`src/rtl/mapper_pkg.sv`:
```
package mapper_pkg;
    // Number of switchable windows and index width
    localparam int WIN_CNT   = 4;
    localparam int WIN_SEL_W = 2;
    // CPU address bits that pass straight to the ROM
    localparam int OFFS_W    = 13;
    localparam int CPU_AW    = 16;
    localparam int CPU_DW    = 8;

    typedef logic [WIN_SEL_W-1:0] win_idx_t;
endpackage

```
`src/rtl/map_bus_decode.sv`:
```
module map_bus_decode
    import mapper_pkg::*;
(
    input  logic [CPU_AW-1:0] cpu_addr,
    input  logic              cpu_rnw,
    output logic              bank_we,
    output win_idx_t          win_idx,
    output logic              fixed_hit,
    output logic              oe_n
);
    always_comb begin
        // Store to the upper half of CPU space targets the bank registers
        bank_we   = cpu_addr[15] & ~cpu_rnw;
        win_idx   = cpu_addr[14:13];
        // Top 4 KiB of the CPU space is the pinned region
        fixed_hit = cpu_addr[14] & cpu_addr[13] & cpu_addr[12];
        oe_n      = ~(cpu_addr[15] & cpu_rnw);
    end
endmodule

```
`src/rtl/bank_regfile.sv`:
```
module bank_regfile
    import mapper_pkg::*;
#(
    parameter int BANK_W = 4
) (
    input  logic              clk,
    input  logic              rst_n,
    input  logic              we,
    input  win_idx_t          idx,
    input  logic [BANK_W-1:0] wdata,
    output logic [BANK_W-1:0] rdata
);
    typedef struct packed {
        logic [WIN_CNT-1:0][BANK_W-1:0] entry;
    } rf_state_t;

    rf_state_t state_d, state_q;

    always_comb begin
        state_d = state_q;
        if (we) begin
            state_d.entry[idx] = wdata;
        end
    end

    always_ff @(posedge clk or negedge rst_n) begin
        if (!rst_n) begin
            state_q <= '0;
        end else begin
            state_q <= state_d;
        end
    end

    // The same two address bits index the read port
    assign rdata = state_q.entry[idx];

    // a store lands in the addressed entry
    assert_store_lands_R2: assert property (@(posedge clk) disable iff (!rst_n)
        we |=> (state_q.entry[$past(idx)] == $past(wdata)));

    // entries hold whenever no store is strobed
    assert_hold_no_store_R4: assert property (@(posedge clk) disable iff (!rst_n)
        !we |=> $stable(state_q));
endmodule

```
`src/rtl/rom_addr_form.sv`:
```
module rom_addr_form
    import mapper_pkg::*;
#(
    parameter int BANK_W = 4,
    localparam int ROM_AW = OFFS_W + BANK_W
) (
    input  logic [BANK_W-1:0] bank_sel,
    input  logic              fixed_hit,
    input  logic [OFFS_W-1:0] cpu_offs,
    output logic [ROM_AW-1:0] rom_addr
);
    logic [BANK_W-1:0] bank_eff;

    always_comb begin
        // Forcing every bank bit high selects the final ROM bank
        bank_eff = bank_sel | {BANK_W{fixed_hit}};
        rom_addr = {bank_eff, cpu_offs};
    end
endmodule

```
`src/rtl/prg_window_mapper.sv`:
```
module prg_window_mapper
    import mapper_pkg::*;
#(
    parameter int BANK_W = 4,
    localparam int ROM_AW = OFFS_W + BANK_W
) (
    input  logic              clk,
    input  logic              rst_n,
    input  logic [15:0]       cpu_addr,
    input  logic [7:0]        cpu_data,
    input  logic              cpu_rnw,
    output logic [ROM_AW-1:0] rom_addr,
    output logic              rom_oe_n
);
    logic              bank_we;
    win_idx_t          win_idx;
    logic              fixed_hit;
    logic [BANK_W-1:0] bank_sel;

    generate
        if (BANK_W < CPU_DW) begin : g_narrow
            // High data bits carry no bank information in the narrow variant
            logic unused_data_hi;
            assign unused_data_hi = ^cpu_data[CPU_DW-1:BANK_W];
        end
    endgenerate

    map_bus_decode u_dec (
        .cpu_addr  (cpu_addr),
        .cpu_rnw   (cpu_rnw),
        .bank_we   (bank_we),
        .win_idx   (win_idx),
        .fixed_hit (fixed_hit),
        .oe_n      (rom_oe_n)
    );

    bank_regfile #(.BANK_W(BANK_W)) u_rf (
        .clk   (clk),
        .rst_n (rst_n),
        .we    (bank_we),
        .idx   (win_idx),
        .wdata (cpu_data[BANK_W-1:0]),
        .rdata (bank_sel)
    );

    rom_addr_form #(.BANK_W(BANK_W)) u_form (
        .bank_sel  (bank_sel),
        .fixed_hit (fixed_hit),
        .cpu_offs  (cpu_addr[OFFS_W-1:0]),
        .rom_addr  (rom_addr)
    );

    // stores below the upper half never strobe the register file
    assert_low_store_ignored_R3: assert property (@(posedge clk) disable iff (!rst_n)
        !cpu_addr[15] |-> !bank_we);

    // the pinned region always yields the all-ones bank
    assert_fixed_all_ones_R6: assert property (@(posedge clk) disable iff (!rst_n)
        (cpu_addr[14:12] == 3'b111) |-> (&rom_addr[ROM_AW-1:OFFS_W]));

    // offset bits pass through unchanged
    assert_offset_pass_R8: assert property (@(posedge clk) disable iff (!rst_n)
        rom_addr[OFFS_W-1:0] == cpu_addr[OFFS_W-1:0]);

    // ROM is enabled only on reads of the upper half
    assert_oe_qualified_R9: assert property (@(posedge clk) disable iff (!rst_n)
        !rom_oe_n |-> (cpu_addr[15] && cpu_rnw));

    // window 3 reads land in the lower half of the chosen bank
    assert_win3_low_half_R7: assert property (@(posedge clk) disable iff (!rst_n)
        (cpu_addr[15:12] == 4'hE) |-> !rom_addr[12]);
endmodule

```
`config.mk`:
```
export PLATFORM = sky130hd
export DESIGN_NAME = prg_window_mapper
export DESIGN_NICKNAME = d
export VERILOG_FILES = /design/src/rtl/mapper_pkg.sv /design/src/rtl/map_bus_decode.sv /design/src/rtl/bank_regfile.sv /design/src/rtl/rom_addr_form.sv /design/src/rtl/prg_window_mapper.sv
export SDC_FILE = /design/constraint.sdc
export NUM_CORES = 1
export LEC_CHECK = 0
export ABC_AREA = 1
export BUFFER_PORTS_ARGS = -buffer_cell sky130_fd_sc_hd__buf_4
export CAP_MARGIN = 20
export CORE_ASPECT_RATIO = 0.8
export CORE_UTILIZATION = 41
export CTS_CLUSTER_DIAMETER = 200
export CTS_CLUSTER_SIZE = 8
export DETAILED_ROUTE_END_ITERATION = 10
export PLACE_DENSITY = 0.71
export SLEW_MARGIN = 30
export SYNTH_ARGS = -nofsm -noshare
export SYNTH_HDL_FRONTEND = slang
export SYNTH_SLANG_ARGS = --single-unit
export TNS_END_PERCENT = 1
```
`constraint.sdc`:
```
create_clock -name clk -period 0.8 [get_ports clk]
set_clock_uncertainty 0.05 [all_clocks]
set_input_delay 0 -clock clk [delete_from_list [all_inputs] [get_ports clk]]
set_output_delay 0 -clock clk [all_outputs]
set_load 0.01 [all_outputs]
```
**Word-level counts from Yosys, hierarchy flattened**

Index checks and enable logic that the tools add are counted.

- Input bits: 27
- Word-level logic and storage cells: 19
- Flip-flop bits (word level): 16
- Output and inout bits: 18

- Magnitude comparators: 2
- Mux-type cells: 5
- Reductions and logical operators: 1
- Bitwise gates (word level): 7

Operator list:

| cell | number |
|---|---|
| $bwmux 16 | 1 |
| $bmux 4 s2 | 1 |
| $demux 4 s2 | 1 |
| $mux 4 | 2 |
| $and 1x1->1 | 4 |
| $or 4x4->4 | 1 |
| $lt 2x3->1 const B | 1 |
| $ge 2x1->1 const B | 1 |
| $not 1->1 | 2 |
| $logic_and 1x1->1 | 1 |

**Longest topological paths before layout**

Gate-level depths: netlist (run 1).

- Word-level depth: 5
- Depth in mapped cells: 6

**By module**

From an unflattened synthesis (run 1), not the netlist that was laid out.

- Cells, all modules: 143
- Area, all modules: 977.2 sq um

Modules (own cells, without submodules):

| module | instances | area each (sq um) | seq. area each (sq um) | cells each |
|---|---|---|---|---|
| bank_regfile | 1 | 803.3 | 400.4 | 113 |
| rom_addr_form | 1 | 131.4 | 0.0 | 22 |
| map_bus_decode | 1 | 42.5 | 0.0 | 8 |

**Worst setup path before layout (run 1)**

OpenSTA, ideal clock, no wires.

- Path kind: register to output
- Start point: reg u_rf.state_q[14] (netlist name)
- End point: out rom_addr[15]
- Path slack: 0.133 ns
- Required time: 0.750 ns
- Data arrival time: 0.617 ns
- Stages on the path, launching flop included: 3
- Cells stage by stage: dfrtp_1 -> o21ai_0 -> nand3_1

- Cells in the longest elaborated chain, start to end: 3

RTL lines:

| element | line | text |
|---|---|---|
| from (decl) | bank_regfile.sv:17 | `rf_state_t state_d, state_q;` |
| from (signal assigned) | bank_regfile.sv:30 | `state_q <= state_d;` |
| $bmux 4 s2 | bank_regfile.sv:35 | `assign rdata = state_q.entry[idx];` |
| $mux 4 (not written as such) | bank_regfile.sv:35 |  |
| $or 4x4->4 | rom_addr_form.sv:16 | `bank_eff = bank_sel \| {BANK_W{fixed_hit}};` |
| to (decl) | prg_window_mapper.sv:12 | `output logic [ROM_AW-1:0] rom_addr,` |

Every way passes these cells. The select of a mux whose other input is x is not followed.

**Final worst setup path (run 1)**

- Start point: reg u_rf.state_q[11] (netlist name)
- End point: out rom_addr[16]

Same word-level chain as after synthesis.

==> impl_metrics.ini, run 1 <==
[run_status]
run_status = finished, violations left
violations = setup timing

[drt]
wl_met3_um = 100
wl_per_cell_um = 11.6
final_antenna_net_count = 0
route.detailed.drc = 0
top_layer_used = met3
drt-pass1-iter-count = 4
wl_met2_um = 982
postRouteWirelength_mm = 2.08
num_vias = 836
vias_per_cell = 4.67
wl_met1_um = 995
initialDrtViolationCount = 30

[sta]
tightest_slew_ns = 0.213
finalMaxSlewViolations = 0
fin_ws_ns = -0.314
min_period_over_period_pct = 139
hold_viol = 0
maxSlewHeadroom_pct = 85.8
max_freq_ghz = 0.898
setup_viol = 4
setup-tns-final_ns = -1.20
rsz0062_at_grt = true
fin_crit_ns = 1.11

[logic_synthesis]
yosys_warnings = 0
ys_ff_latch = 16
synth_cells = 129
synth_cell_types = 17
avgSynthCellArea_um2 = 7.45
synth-seq-area-share_pct = 41.7
syn_nets = 156
syn_area_um2 = 961

[floorplan]
initial_core_util_pct = 44.1
dieArea_um2 = 2540
die_width_um = 56.1
die_h_um = 45.3
core_um2 = 2180
io_pins = 45
row_count = 15

[layout]
antenna_cells = 0
post-route-util_pct = 57.5
syn_to_final_growth_pct = 30.2
most-common-layout-cells = nand2_1, dlygate4sd3_1, buf_4, dfrtp_1, o21ai_1
final_nets = 183
regMostFlops = u_rf.state_q
final_common_cell = nand2_1
top_regs = u_rf.state_q (16)
largest_register_ffs = 16
drive_above_1_share_pct = 27.9
fin_area_um2 = 1250

[clock_tree]
clk_pin_slew_ns = 0.09
cts_sinks = 16
cts_buffers = 3
clk_latency_ns = 0.26
cts_tree = done
clockRootBuffer = clkbuf_4
htreeDepth = 1
clockBufferDepth = 2

[setup_path]
crit_start = u_rf.state_q[11]
cp.arrival_ns = 1.06
r2r-start = u_rf.state_q[12]
critPathKind = reg -> out
regToRegSetupSlack_ns = 0.02
cp_data_required_time_ns = 0.75
cp-end-kind = output port
cp-start-kind = flip-flop
crit_fanout = 2

[power_and_ir_drop]
leakage_uw = 0.000702
pwr_density_cell_nw_per_um2 = 1660
peakVddDrop_mv = 1.04

[grt]
grt_max_degree = 17
grt_pass1_wl_mm = 3.42
grt_pass1_vias = 795
antenna_found_initial = 0
track_usage_pct = 17.7
overflow = 0

[placement]
port_buffers = 16
hpwl_mm = 1.55
routabilityCongestion = 0.825
place_ws_ns = -0.0453
placed_area_um2 = 1020

[hold_path]
hp-start = cpu_rnw
hold_class = in -> reg

[run]
drv_cap = 0
-- area by class of cell --
cell class	count	area, µm²
clock buffer	3	22.5
multi-input combinational	88	430
sequential	16	400
timing repair buffer	36	324
tap	25	31.3
inverter	11	42.5
fill	218	926
-- worst paths after layout --
path	cells past startpoint	endpoint
worst max-delay path	5	rom_addr[16]
worst min-delay path	5	u_rf.state_q[6]
worst max register to register	3	u_rf.state_q[12]
worst min register to register	2	u_rf.state_q[11]
max in group asynchronous	2	u_rf.state_q[13]
min in group asynchronous	2	u_rf.state_q[7]
-- report_power, final --
group | total, µW | internal, µW | switching [µW] | leakage (µW)
Sequential | 1040 | 959 | 81.9 | 0.000201
Combinational | 640 | 313 | 327 | 0.000487
Clock | 401 | 174 | 227 | 0.0000138
Total | 2080 | 1450 | 636 | 0.000702
-- layer usage --
metal	global-route usage, %	vias to the layer above
met5	0	-
met1	25.1	377
met2	28.8	29
met4	4.39	0
li1	-	430
met3	2.87	0
-- cells by family after synthesis --
family                 Yosys count  synth area share (%)
flip-flops                      16                  41.7
AND/OR/NAND/NOR                 79                  37.5
buffers and inverters           25                  15.8
AO/OA/AOI/OAI                    9                  5.08
-- cell usage after synthesis, drive strengths merged --
| master | instances | area share, % |
|---|---|---|
| nor2 | 4 | 4.3 |
| nand3 | 4 | 2.1 |
| o21ai | 9 | 5.1 |
| clkinv | 1 | 0.52 |
| buf | 14 | 11 |
| nand2 | 71 | 31 |
| dfrtp | 16 | 42 |
| inv | 10 | 3.9 |
-- critical path, stage by stage, from the launching register on --
cell and delay [ns]:
dfrtp_1 0.39, nand2_1 0.06, nand2_1 0.04, nand2_1 0.05, nand3_1 0.09, buf_4 0.15
-- repair_timing --
item | CTS | global route
gates resized for setup | 6 | 3
pin swaps | 2 | 1
hold buffers | 17 | 0
setup endpoints to repair | 4 | 4
hold endpoints to repair | 44 | 0
buffers inserted | 0 | 1
-- through the flow --
stage / hold slack (ns) / instances / power [µW]
global route: 0.0547 / 179 / 2240
finish: 0.0532 / 179 / 2080
detailed placement: -0.177 / 158 / 1560
CTS: 0.0396 / 178 / 2080
floorplan: -0.346 / 129 / 1410
global placement: -0.184 / 158 / 1540
(Power assumes the default switching activity.)
==> run 2: changes to the inputs <==
--- a/config.mk
+++ b/config.mk
@@ -8,12 +8,14 @@
 export ABC_AREA = 1
 export BUFFER_PORTS_ARGS = -buffer_cell sky130_fd_sc_hd__buf_4
 export CAP_MARGIN = 20
+export CELL_PAD_IN_SITES_DETAIL_PLACEMENT = 1
+export CELL_PAD_IN_SITES_GLOBAL_PLACEMENT = 1
 export CORE_ASPECT_RATIO = 0.8
-export CORE_UTILIZATION = 41
+export CORE_UTILIZATION = 28
 export CTS_CLUSTER_DIAMETER = 200
 export CTS_CLUSTER_SIZE = 8
 export DETAILED_ROUTE_END_ITERATION = 10
-export PLACE_DENSITY = 0.71
+export PLACE_DENSITY = 0.7
 export SLEW_MARGIN = 30
 export SYNTH_ARGS = -nofsm -noshare
 export SYNTH_HDL_FRONTEND = slang
==> run 2 against run 1 <==
The run still ends with setup timing left. Non-clock buffer count is 2 higher. Sequential cell count is the same. Die area increased by 44%. Count of clock-buffer cells in the layout increased by 1. Largest cell class unchanged. Largest power group unchanged.
==> impl_metrics.ini, run 2 (synthesized netlist as in run 1, its figures left out) <==
[grt]
grt_max_degree = 17
track_usage_pct = 16.7
overflow = 0
grt_pass1_wl_mm = 4.20
grt_pass1_vias = 859
antenna_found_initial = 0

[sta]
tightest_slew_ns = 0.220
maxSlewHeadroom_pct = 85.4
hold_viol = 0
setup_viol = 4
min_period_over_period_pct = 140
fin_ws_ns = -0.322
fin_crit_ns = 1.12
max_freq_ghz = 0.891
rsz0062_at_grt = true
finalMaxSlewViolations = 0

[clock_tree]
cts_buffers = 3
cts_tree = done
cts_sinks = 16
clockRootBuffer = clkbuf_8
clk_pin_slew_ns = 0.07
clk_latency_ns = 0.26
htreeDepth = 1
clockBufferDepth = 2

[floorplan]
die_h_um = 54.4
row_count = 18
io_pins = 45
core_um2 = 3180
die_width_um = 67.5
dieArea_um2 = 3670
initial_core_util_pct = 30.3

[drt]
initialDrtViolationCount = 52
drt-pass1-iter-count = 5
vias_per_cell = 4.41
final_antenna_net_count = 0
postRouteWirelength_mm = 2.85
wl_per_cell_um = 14.5
num_vias = 868
route.detailed.drc = 0

[placement]
placed_area_um2 = 1040
port_buffers = 16
hpwl_mm = 1.90
routabilityCongestion = 0.818

[setup_path]
cp-start-kind = flip-flop
cp_data_required_time_ns = 0.75
crit_fanout = 2
r2r_cells = 3
critPathKind = reg -> out
cp-end-kind = output port
cp.arrival_ns = 1.07

[layout]
final_nets = 185
regMostFlops = u_rf.state_q
top_regs = u_rf.state_q (16)
most-common-layout-cells = nand2_1, buf_4, dlygate4sd3_1, dfrtp_1
antenna_cells = 0
syn_to_final_growth_pct = 37.6
final_common_cell = nand2_1
post-route-util_pct = 41.6
largest_register_ffs = 16
fin_area_um2 = 1320
drive_above_1_share_pct = 32.5

[power_and_ir_drop]
pwr_density_cell_nw_per_um2 = 1890
leakage_uw = 0.000724
peakVddDrop_mv = 0.771

[run]
drv_cap = 0

[hold_path]
worstHoldPathCells = 4
hold_class = in -> reg

[run_status]
violations = setup timing
run_status = finished, violations left
## run 2: changes by cell type in the layout (fill, tap and decap cells not counted), sizes merged
cell    change
buf         +2
clkbuf      +1
## run 2: what timing repair did
item	CTS	global route
resized for setup	3	11
endpoints found under the setup margin	4	8
pin swaps	3	0
hold buffers	17	0
hold endpoints to repair	37	0
buffers inserted	0	3
## run 2: cell type report
cell class,instances,area (µm²)
clock buffers,4,55.1
fillers,387,1850
inverters,11,42.5
multi-input cells,88,435
flip-flops and latches,16,400
well taps,40,50.0
repair buffers,38,339
## run 2: per-layer routing
| layer | share of wire [%] | global-route usage, % | wire (µm) |
|---|---|---|---|
| met5 | 0 | 0 | 0 |
| met1 | 46 | 21.1 | 1310 |
| met4 | 1.5 | 7.45 | 42 |
| met3 | 2.9 | 4.38 | 83 |
| met2 | 50 | 26.7 | 1410 |
## run 2: through the flow
| stage | setup TNS (ns) | instances | total power (µW) | setup slack (ns) | hold slack (ns) |
|---|---|---|---|---|---|
| after floorplan | 0 | 129 | 1410 | 0.133 | -0.346 |
| after global placement | -0.113 | 173 | 1560 | -0.0395 | -0.175 |
| after detailed placement | -0.298 | 173 | 1590 | -0.0719 | -0.168 |
| after CTS | -1.25 | 194 | 2450 | -0.330 | 0.0570 |
| after global routing | -1.45 | 197 | 2660 | -0.366 | 0.0753 |
| final | -1.21 | 197 | 2500 | -0.322 | 0.0584 |
## run 2: worst paths after layout
path,from,to,slack (ns)
min in group asynchronous,rst_n,u_rf.state_q[6],0.08
worst max register to register,u_rf.state_q[3],u_rf.state_q[3],0
worst min-delay path,cpu_rnw,u_rf.state_q[12],0.06
max in group asynchronous,rst_n,u_rf.state_q[3],0.42
worst min register to register,u_rf.state_q[5],u_rf.state_q[5],0.43
worst max-delay path,u_rf.state_q[8],rom_addr[13],-0.32
## run 2: worst max-delay path, stage by stage (launching register included)
cell     delay [ns]
dfrtp_1        0.38
nand2_1        0.10
nand2_1        0.05
nand2_1        0.09
nand3_2        0.07
buf_6          0.12
## run 2: where the power goes
| part | switching, µW | internal, µW | total, µW |
|---|---|---|---|
| clock network | 309 | 438 | 747 |
| registers | 85.8 | 961 | 1050 |
| logic | 366 | 339 | 705 |
==> run 3: changes to the inputs <==
--- a/config.mk
+++ b/config.mk
@@ -8,7 +8,7 @@
 export ABC_AREA = 1
 export BUFFER_PORTS_ARGS = -buffer_cell sky130_fd_sc_hd__buf_4
 export CAP_MARGIN = 20
-export CELL_PAD_IN_SITES_DETAIL_PLACEMENT = 1
+export CELL_PAD_IN_SITES_DETAIL_PLACEMENT = 0
 export CELL_PAD_IN_SITES_GLOBAL_PLACEMENT = 1
 export CORE_ASPECT_RATIO = 0.8
 export CORE_UTILIZATION = 28
==> run 3 against run 2 <==
The flow still finishes with violations (setup timing). Sequential power hardly changed. Die area is the same. Total power fell by 3.6%. Sequential share of layout area increased by 0.55 points. First-iteration DRC count is 29% lower. Global-route usage decreased by 2.8 points. Critical path depth unchanged. Maximum frequency increased by 0.74%. Clock power decreased by 4.3%. Register-to-register slack better by 0.05 ns. Largest power group unchanged.
==> impl_metrics.ini, run 3 (synthesized netlist as in run 1, its figures left out) <==
[sta]
fin_crit_ns = 1.11
rsz0062_at_grt = true
max_freq_ghz = 0.898
tightest_slew_ns = 0.213
fin_ws_ns = -0.314
maxSlewHeadroom_pct = 85.8
finalMaxSlewViolations = 0
setup_viol = 4
min_period_over_period_pct = 139
hold_viol = 0

[floorplan]
die_h_um = 54.4
core_um2 = 3180
die_width_um = 67.5
io_pins = 45
dieArea_um2 = 3670
row_count = 18
initial_core_util_pct = 30.3

[setup_path]
cp_data_required_time_ns = 0.75
critical_path.cell_chain = nand2_1 -> nand2_1 -> nand2_1 -> nand3_1 -> buf_6
cp-end-kind = output port
cp_num_buf_inv = 1
cpPeakStageDelay_ns = 0.39
critPathKind = reg -> out
cp.arrival_ns = 1.06
cp-start-kind = flip-flop
crit_family = flip-flops
slowest_stage = dfrtp_1
cpMostUsedCell = nand2_1
crit_fanout = 2

[layout]
antenna_cells = 0
regMostFlops = u_rf.state_q
final_common_cell = nand2_1
largest_register_ffs = 16
final_nets = 184
syn_to_final_growth_pct = 35.2
top_regs = u_rf.state_q (16)
fin_area_um2 = 1300
most-common-layout-cells = nand2_1, dlygate4sd3_1, buf_4, dfrtp_1, o21ai_1
drive_above_1_share_pct = 27.6

[hold_path]
hold_class = in -> reg

[drt]
final_antenna_net_count = 0
vias_per_cell = 4.26
drt-pass1-iter-count = 4
route.detailed.drc = 0
initialDrtViolationCount = 37
num_vias = 834
wl_per_cell_um = 11.8
postRouteWirelength_mm = 2.31

[run]
drv_cap = 0

[grt]
overflow = 0
grt_pass1_wl_mm = 3.61
antenna_found_initial = 0
grt_pass1_vias = 757
track_usage_pct = 13.8
grt_max_degree = 17

[clock_tree]
cts_sinks = 16
htreeDepth = 1
cts_tree = done
cts_buffers = 3
clk_latency_ns = 0.25
clockRootBuffer = clkbuf_8
clockBufferDepth = 2
clk_pin_slew_ns = 0.06

[run_status]
violations = setup timing
run_status = finished, violations left

[placement]
placed_area_um2 = 1040
hpwl_mm = 1.69
place_ws_ns = -0.0369
port_buffers = 16
routabilityCongestion = 0.818

[power_and_ir_drop]
peakVddDrop_mv = 1.26
leakage_uw = 0.000715
pwr_density_cell_nw_per_um2 = 1850
## run 3: cell count changes in the layout (fill, tap and decap cells not counted), moves of 2 or more
| cell | change |
|---|---|
| nand2_1 | +3 |
| nand2_2 | -3 |
| inv_1 | +2 |
| inv_2 | -2 |
## run 3: worst reg2reg max path, stage by stage, from the launching register on
cell and delay [ns]:
dfrtp_1 0.38, buf_4 0.13, nand2_1 0.05, nand2_1 0.04
## run 3: report_power, final
part           internal, µW  switching [µW]
Sequential              961            81.4
Combinational           320             331
Clock                   437             278
## run 3: path summary, 6_finish.rpt
check / from / slack, ns / cells past startpoint / end
setup / recovery: u_rf.state_q[15] / -0.31 / 5 / rom_addr[16]
hold / removal: cpu_rnw / 0.07 / 4 / u_rf.state_q[12]
setup reg to reg: u_rf.state_q[11] / 0.05 / 3 / u_rf.state_q[11]
hold reg to reg: u_rf.state_q[4] / 0.43 / 2 / u_rf.state_q[4]
max in group asynchronous: rst_n / 0.42 / 2 / u_rf.state_q[10]
min in group asynchronous: rst_n / 0.09 / 2 / u_rf.state_q[6]
## run 3: through the flow
step                      hold slack, ns  instances  total power [µW]  util [%]  TNS (ns)
after global placement            -0.175        173              1560      32.7    -0.113
after CTS                         0.0664        194              2400      40.0     -1.14
after detailed placement          -0.172        173              1570      32.7   -0.0980
final                             0.0688        196              2410      40.9     -1.14
after floorplan                   -0.346        129              1410         -         0
after global routing              0.0835        196              2600      40.9     -1.42
## run 3: what timing repair did
action / in CTS / in global routing
endpoints found under the setup margin: 4 / 6
setup buffers: 0 / 2
endpoints found under the hold margin: 39 / 0
pin swaps: 4 / 3
hold buffers: 17 / 0
resized for setup: 3 / 4
## run 3: cell type report
class	instances	area (µm²)
Timing Repair Buffer	37	332
Fill cell	333	1880
Inverter	11	42.5
Multi-Input combinational cell	88	419
Tap cell	40	50.0
Clock buffer	4	55.1
Sequential cell	16	400
## run 3: metal layers
metal  wire length, µm  GRT usage [%]  vias up
met1              1110           19.6      374
li1                  -              -      431
met2              1070           20.3       27
met4                 7           3.19        0
met3               118           4.38        2
met5                 0              0        -
